### config.mk
export PLATFORM = sky130hd
export DESIGN_NAME = rd_capture
export DESIGN_NICKNAME = d
export VERILOG_FILES = /design/src/rtl/rdc_pkg.sv /design/src/rtl/rdc_lat_pipe.sv /design/src/rtl/rdc_beat_collect.sv /design/src/rtl/rdc_strobe_track.sv /design/src/rtl/rd_capture.sv
export SDC_FILE = /design/constraint.sdc
export NUM_CORES = 1
export LEC_CHECK = 0
export ABC_CLOCK_PERIOD_IN_PS = 3200
export BUFFER_PORTS_ARGS = -buffer_cell sky130_fd_sc_hd__buf_4
export CAP_MARGIN = 20
export CORE_MARGIN = 2
export CORE_UTILIZATION = 47
export CTS_CLUSTER_DIAMETER = 60
export DETAILED_ROUTE_END_ITERATION = 8
export PLACE_DENSITY = 0.75
export SYNTH_ARGS = -nofsm -noshare
export SYNTH_HDL_FRONTEND = slang
export SYNTH_SLANG_ARGS = --single-unit
### constraint.sdc
create_clock -name clk -period 3.2 [get_ports clk]
set_input_delay 0.64 -clock clk [delete_from_list [all_inputs] [get_ports clk]]
set_output_delay 0.64 -clock clk [all_outputs]
set_load 0.03 [all_outputs]
### src/rtl/rdc_pkg.sv
package rdc_pkg;
  localparam int MIN_LAT = 2;

  typedef enum int {
    FLG_OVF = 0,
    FLG_UDF = 1
  } flag_idx_e;

  function automatic int clamp_lat(input int v, input int lo, input int hi);
    if (v < lo) return lo;
    if (v > hi) return hi;
    return v;
  endfunction
endpackage

### src/rtl/rdc_lat_pipe.sv
module rdc_lat_pipe #(
  parameter int MAX_LAT = 8,
  parameter int PORT_W  = 2,
  parameter int LAT_W   = 4
) (
  input  logic              clk,
  input  logic              rst_n,
  input  logic              in_valid,
  input  logic [PORT_W-1:0] in_port,
  input  logic [LAT_W-1:0]  lat_sel,
  output logic              out_valid,
  output logic [PORT_W-1:0] out_port
);
  logic [MAX_LAT-1:0] vld_q, vld_d;
  logic [PORT_W-1:0]  prt_q [MAX_LAT];
  logic [PORT_W-1:0]  prt_d [MAX_LAT];

  always_comb begin
    vld_d[0] = in_valid;
    prt_d[0] = in_port;
    for (int i = 1; i < MAX_LAT; i++) begin
      vld_d[i] = vld_q[i-1];
      prt_d[i] = prt_q[i-1];
    end
  end

  always_ff @(posedge clk or negedge rst_n) begin
    if (!rst_n) begin
      vld_q <= '0;
      for (int i = 0; i < MAX_LAT; i++) prt_q[i] <= '0;
    end else begin
      vld_q <= vld_d;
      for (int i = 0; i < MAX_LAT; i++) prt_q[i] <= prt_d[i];
    end
  end

  // tap: a token sits in stage lat_sel-1 during cycle t+lat_sel
  always_comb begin
    out_valid = 1'b0;
    out_port  = '0;
    for (int i = 0; i < MAX_LAT; i++) begin
      if (LAT_W'(i + 1) == lat_sel) begin
        out_valid = vld_q[i];
        out_port  = prt_q[i];
      end
    end
  end
endmodule

### src/rtl/rdc_beat_collect.sv
module rdc_beat_collect #(
  parameter int DATA_W = 16,
  parameter int BEATS  = 4,
  parameter int PORT_W = 2
) (
  input  logic                    clk,
  input  logic                    rst_n,
  input  logic                    start,
  input  logic [PORT_W-1:0]       start_port,
  input  logic [DATA_W-1:0]       dq_in,
  output logic                    done,
  output logic [PORT_W-1:0]       port,
  output logic [BEATS*DATA_W-1:0] data
);
  localparam int CNT_W = (BEATS > 1) ? $clog2(BEATS) : 1;

  logic              busy_q, busy_d;
  logic [CNT_W-1:0]  cnt_q, cnt_d, slot;
  logic [PORT_W-1:0] port_q, port_d;
  logic              done_q, done_d;
  logic              wr;

  always_comb begin
    busy_d = busy_q;
    cnt_d  = cnt_q;
    port_d = port_q;
    done_d = 1'b0;
    wr     = 1'b0;
    slot   = '0;
    if (busy_q) begin
      wr   = 1'b1;
      slot = cnt_q;
      if (cnt_q == CNT_W'(BEATS - 1)) begin
        busy_d = 1'b0;
        done_d = 1'b1;
        cnt_d  = '0;
      end else begin
        cnt_d = cnt_q + 1'b1;
      end
    end else if (start) begin
      wr     = 1'b1;
      port_d = start_port;
      if (BEATS == 1) begin
        done_d = 1'b1;
      end else begin
        busy_d = 1'b1;
        cnt_d  = CNT_W'(1);
      end
    end
  end

  always_ff @(posedge clk or negedge rst_n) begin
    if (!rst_n) begin
      busy_q <= 1'b0;
      cnt_q  <= '0;
      port_q <= '0;
      done_q <= 1'b0;
    end else begin
      busy_q <= busy_d;
      cnt_q  <= cnt_d;
      port_q <= port_d;
      done_q <= done_d;
    end
  end

  for (genvar b = 0; b < BEATS; b++) begin : g_slot
    logic [DATA_W-1:0] beat_q;
    logic              beat_en;
    assign beat_en = wr && (slot == CNT_W'(b));
    always_ff @(posedge clk or negedge rst_n) begin
      if (!rst_n)       beat_q <= '0;
      else if (beat_en) beat_q <= dq_in;
    end
    assign data[b*DATA_W +: DATA_W] = beat_q;
  end

  assign done = done_q;
  assign port = port_q;
endmodule

### src/rtl/rdc_strobe_track.sv
module rdc_strobe_track #(
  parameter int DEPTH = 4
) (
  input  logic       clk,
  input  logic       rst_n,
  input  logic       push,
  input  logic       pop,
  input  logic [1:0] clr,
  output logic       full,
  output logic       empty,
  output logic       ovf,
  output logic       udf
);
  import rdc_pkg::*;
  localparam int CW = $clog2(DEPTH + 1);

  logic [CW-1:0] cnt_q, cnt_d;
  logic          ovf_q, ovf_d, udf_q, udf_d;
  logic          ovf_set, udf_set;

  assign full  = (cnt_q == CW'(DEPTH));
  assign empty = (cnt_q == '0);

  always_comb begin
    cnt_d   = cnt_q;
    ovf_set = 1'b0;
    udf_set = 1'b0;
    unique case ({push, pop})
      2'b10: if (full)  ovf_set = 1'b1; else cnt_d = cnt_q + 1'b1;
      2'b01: if (empty) udf_set = 1'b1; else cnt_d = cnt_q - 1'b1;
      default: cnt_d = cnt_q;
    endcase
    ovf_d = ovf_set | (ovf_q & ~clr[FLG_OVF]);
    udf_d = udf_set | (udf_q & ~clr[FLG_UDF]);
  end

  always_ff @(posedge clk or negedge rst_n) begin
    if (!rst_n) begin
      cnt_q <= '0;
      ovf_q <= 1'b0;
      udf_q <= 1'b0;
    end else begin
      cnt_q <= cnt_d;
      ovf_q <= ovf_d;
      udf_q <= udf_d;
    end
  end

  assign ovf = ovf_q;
  assign udf = udf_q;
endmodule

### src/rtl/rd_capture.sv
module rd_capture #(
  parameter int DATA_W    = 16,
  parameter int BEATS     = 4,
  parameter int PORT_W    = 2,
  parameter int MAX_LAT   = 8,
  parameter int LAT_CFG_W = 4,
  parameter int DEPTH     = 4
) (
  input  logic                    clk,
  input  logic                    rst_n,
  input  logic [LAT_CFG_W-1:0]    lat_cfg,
  input  logic                    cmd_valid,
  input  logic [PORT_W-1:0]       cmd_port,
  input  logic [DATA_W-1:0]       dq_in,
  input  logic                    strb_grp,
  input  logic [1:0]              irq_en,
  input  logic [1:0]              sts_clr,
  output logic                    rd_valid,
  output logic [PORT_W-1:0]       rd_port,
  output logic [BEATS*DATA_W-1:0] rd_data,
  output logic                    err_ovf,
  output logic                    err_udf,
  output logic                    irq
);
  import rdc_pkg::*;

  logic [1:0]           rst_sync_q;
  logic                 rst_sync_n;
  logic [LAT_CFG_W-1:0] lat_sel;
  logic                 tap_valid;
  logic [PORT_W-1:0]    tap_port;
  logic                 fifo_full, fifo_empty;

  always_ff @(posedge clk or negedge rst_n) begin
    if (!rst_n) rst_sync_q <= 2'b00;
    else        rst_sync_q <= {rst_sync_q[0], 1'b1};
  end
  assign rst_sync_n = rst_sync_q[1];

  always_comb begin
    lat_sel = LAT_CFG_W'(clamp_lat(int'(lat_cfg), MIN_LAT, MAX_LAT));
  end

  rdc_lat_pipe #(.MAX_LAT(MAX_LAT), .PORT_W(PORT_W), .LAT_W(LAT_CFG_W)) u_pipe (
    .clk(clk), .rst_n(rst_sync_n), .in_valid(cmd_valid), .in_port(cmd_port),
    .lat_sel(lat_sel), .out_valid(tap_valid), .out_port(tap_port)
  );

  rdc_beat_collect #(.DATA_W(DATA_W), .BEATS(BEATS), .PORT_W(PORT_W)) u_coll (
    .clk(clk), .rst_n(rst_sync_n), .start(tap_valid), .start_port(tap_port),
    .dq_in(dq_in), .done(rd_valid), .port(rd_port), .data(rd_data)
  );

  rdc_strobe_track #(.DEPTH(DEPTH)) u_strb (
    .clk(clk), .rst_n(rst_sync_n), .push(cmd_valid), .pop(strb_grp),
    .clr(sts_clr), .full(fifo_full), .empty(fifo_empty),
    .ovf(err_ovf), .udf(err_udf)
  );

  assign irq = (err_ovf & irq_en[FLG_OVF]) | (err_udf & irq_en[FLG_UDF]);
endmodule

==> impl_results.md <==
* Flop pwr share at 37.0%
* CP arrival at 2370 ps
* Drt pass-1 iters at 4
* Critical path fanouts, max at 16
* Final Hold Viols at 0
* Mean Syn Cell Area at 15.4 um2
* Initial antenna violation count at 0
* Crit end category: flip-flop
* Yosys top cell area share at 65.1%
* DRC at 0
* First-pass GRT wire length at 12.2 mm
* Clock slew at reported path FFs at 90 ps
* Fraction of layout cells with a size suffix above 1 at slightly above 50%
* Remaining global-route overflow at 0
* Final Wtd Congestion at 0.794
* Sw Pwr at 2.25 mW
* Syn nets at 286
* Fin crit period at 2130 ps
* Ys flop type: dfrtp_1
* Wire per inst at 16.1 um
* Port bufs at 99
* Max-cap viol count at 0
* Cell accounting for the most synthesized area: dfrtp_1
* Max Slew Vio Count at 0
* CTS root buf: clkbuf_8
* Ports at 100
* Crit Path Class: in2reg
* Clock Power Share at around 14%
* Setup Buffers After CTS at 0
* Synthesized cell area at 0.00388 mm2
* Largest net degree at the start of global routing at 88
* Num CTS Buffers at 9
* # fillers at 670
* Worst path slowest cell: mux2_2
* Vias in the first global route at 2405
* Internal power at 3.40 mW
* Worst Max-Slew Pin Slew at 953 ps
* Die area at 0.00900 mm2
* Post-CTS sizing at 0
* Max_slew headroom at 36.3%
* Yosys cell types at 42
* Vias/cell at 5.07
* DR iter-0 viols at 134
* Worst hold-check path type: in2async
* Clk buf depth at 2
* Synth Warn # at 0
* Sw Ratio at 39.7%
* Post-synth top cells: 101 x dfrtp_1, 55 x mux2_2, 12 x inv_1
* Post-synthesis sequential element count at between 100 and 150
* Initial cell density of the core at 48.0%
* N_diodes at 0
* Cts hold-fix bufs at 0
* Post-synth ARST share at 100%
* Setup TNS at 0 ps
* H-tree level count at 3
* Worst skew pair latency at 350 ps
* Most frequent cell after synthesis: dfrtp_1
* P_leak at 2.34 nW
* Die W at 94.9 um
* Vias at 2367
* Hpwl dp at approximately 5.2 mm
* EDFF count, synth at 0
* Clock Sinks at around 100
* Rows at 33
* CP cell instances: buf_4 > o211a_1 > a311oi_1 > a221o_2 > o31a_1 > buf_4 > mux2_2
* GRT Overall Usage at 17.7%
* Power per Cell Area at 1140 mW/mm2
* VDD IR max at 0.687 mV
* Antenna-violating nets left at 0
* Setup crit start kind: input port
* Fin crit share at roughly 67%
* Sequential share of the synthesized area at 65.1%
* Status: finished, final reports clean
* WHS at 50.2 ps
* CTS tree: yes
* Worst EP required at 3440 ps
* Fin nets at 391
* Gate count of the mapped netlist at 252
* Clock Skew at around 7.8 ps
* CORE AREA at roughly 0.0081 mm2
* Combinational share of power at 48.7%
* Maximum achievable frequency at around 0.47 GHz
* Synth-to-layout area growth at 27.2%
* Area contributors post-synth: dfrtp_1 65%, mux2_2 16%, mux2_4 3.9%, inv_1 1.2%, ha_1 0.97%
* Unrepaired setup endpoints after global routing: false
* Most frequent CP cell: buf_4
* Final Setup Violations at 0
* Drt total wl at 7.52 mm
* CP peak stage delay at 380 ps
* Die height at 94.9 um
==> final timing paths <==
kind,from,slack (ps),cells past startpoint,endpoint
worst max-delay path,lat_cfg[1],1070,7,u_coll.g_slot[0].beat_q[2]
worst min-delay path,rst_n,50,1,rst_sync_q[1]
worst max register to register,u_pipe.vld_q[1],1090,6,u_coll.g_slot[0].beat_q[2]
worst min register to register,rst_sync_q[1],220,0,u_coll.g_slot[1].beat_q[9]
max in group asynchronous,rst_sync_q[1],2380,1,u_coll.g_slot[3].beat_q[2]
min in group clk,rst_sync_q[0],350,0,rst_sync_q[1]
==> power by group through the flow <==
stage               Clock (mW)  Sequential, mW  Combinational [mW]
floorplan                    0            2.94               0.977
global placement             0            2.11                2.72
detailed placement           0            2.13                2.77
CTS                      0.844            2.11                2.77
global route             0.887            2.16                2.92
finish                   0.807            2.09                2.75
==> metal layers <==
layer  routed length [um]  track usage, %  vias to the layer above
li1                     -               -                     1103
met1                 3370            24.6                     1193
met2                 3730            27.8                       61
met3                  306            3.19                       10
met4                  123            7.25                        0
met5                    0               0                        -
==> critical path: cells and delay by family <==
kind,cells,cell delay (ps)
AO/OA/AOI/OAI,4,910
multiplexers,1,380
buffers and inverters,2,450
==> state kept, by name, indices dropped and copies added, names as in the netlist <==
name,count
u_strb.cnt_q,3
u_coll.done,1
u_strb.udf,1
u_pipe.prt_q,2
u_coll.port,2
u_strb.ovf,1
u_pipe.prt_d,14
u_coll.busy_q,1
u_pipe.vld_q,8
u_coll.cnt_q,2
u_coll.g_slot.beat_q,64
rst_sync_q,2
==> cell usage in the layout (no fill, tap or decap), drive strengths merged, types with 3 or more instances in the layout <==
cell / instances
mux2: 65
ha: 3
a21oi: 5
mux2i: 3
buf: 103
nor3: 3
o21ai: 4
nand3: 3
dfrtp: 101
inv: 14
nor2: 3
nand2: 6
clkbuf: 11
and2: 3
==> cell type report <==
cell class | count | area [um2] | area share, %
timing repair buffer | 103 | 793 | 16.1
clock buffer | 11 | 141 | 2.86
inverter | 12 | 45.0 | 0.912
multi-input combinational | 130 | 1240 | 25.1
clock inverter | 5 | 57.6 | 1.17
tap | 105 | 131 | 2.66
sequential | 101 | 2530 | 51.3
==> stage by stage <==
stage	total power [mW]	worst slack, ps	util [%]	cell area [um2]	instances
final	5.65	1070	61.0	4940	467
after floorplan	3.92	178	-	3880	252
after global routing	5.97	956	61.0	4940	467
after detailed placement	4.90	688	58.2	4710	450
after global placement	4.83	764	58.2	4710	450
after CTS	5.73	1080	60.7	4910	466
==> logic make-up (layout without fill, tap and decap cells) <==
group	after synthesis	after routing	share of synthesized area, %
mux	68	68	20.6
other cells	1	1	0.0966
flops	101	101	65.1
buf+inv	21	131	2.97
compound gates	27	27	5.16
fa+ha+maj	4	4	1.48
simple gates	28	28	4.13
xor+xnor	2	2	0.451
(Power assumes the default switching activity.)
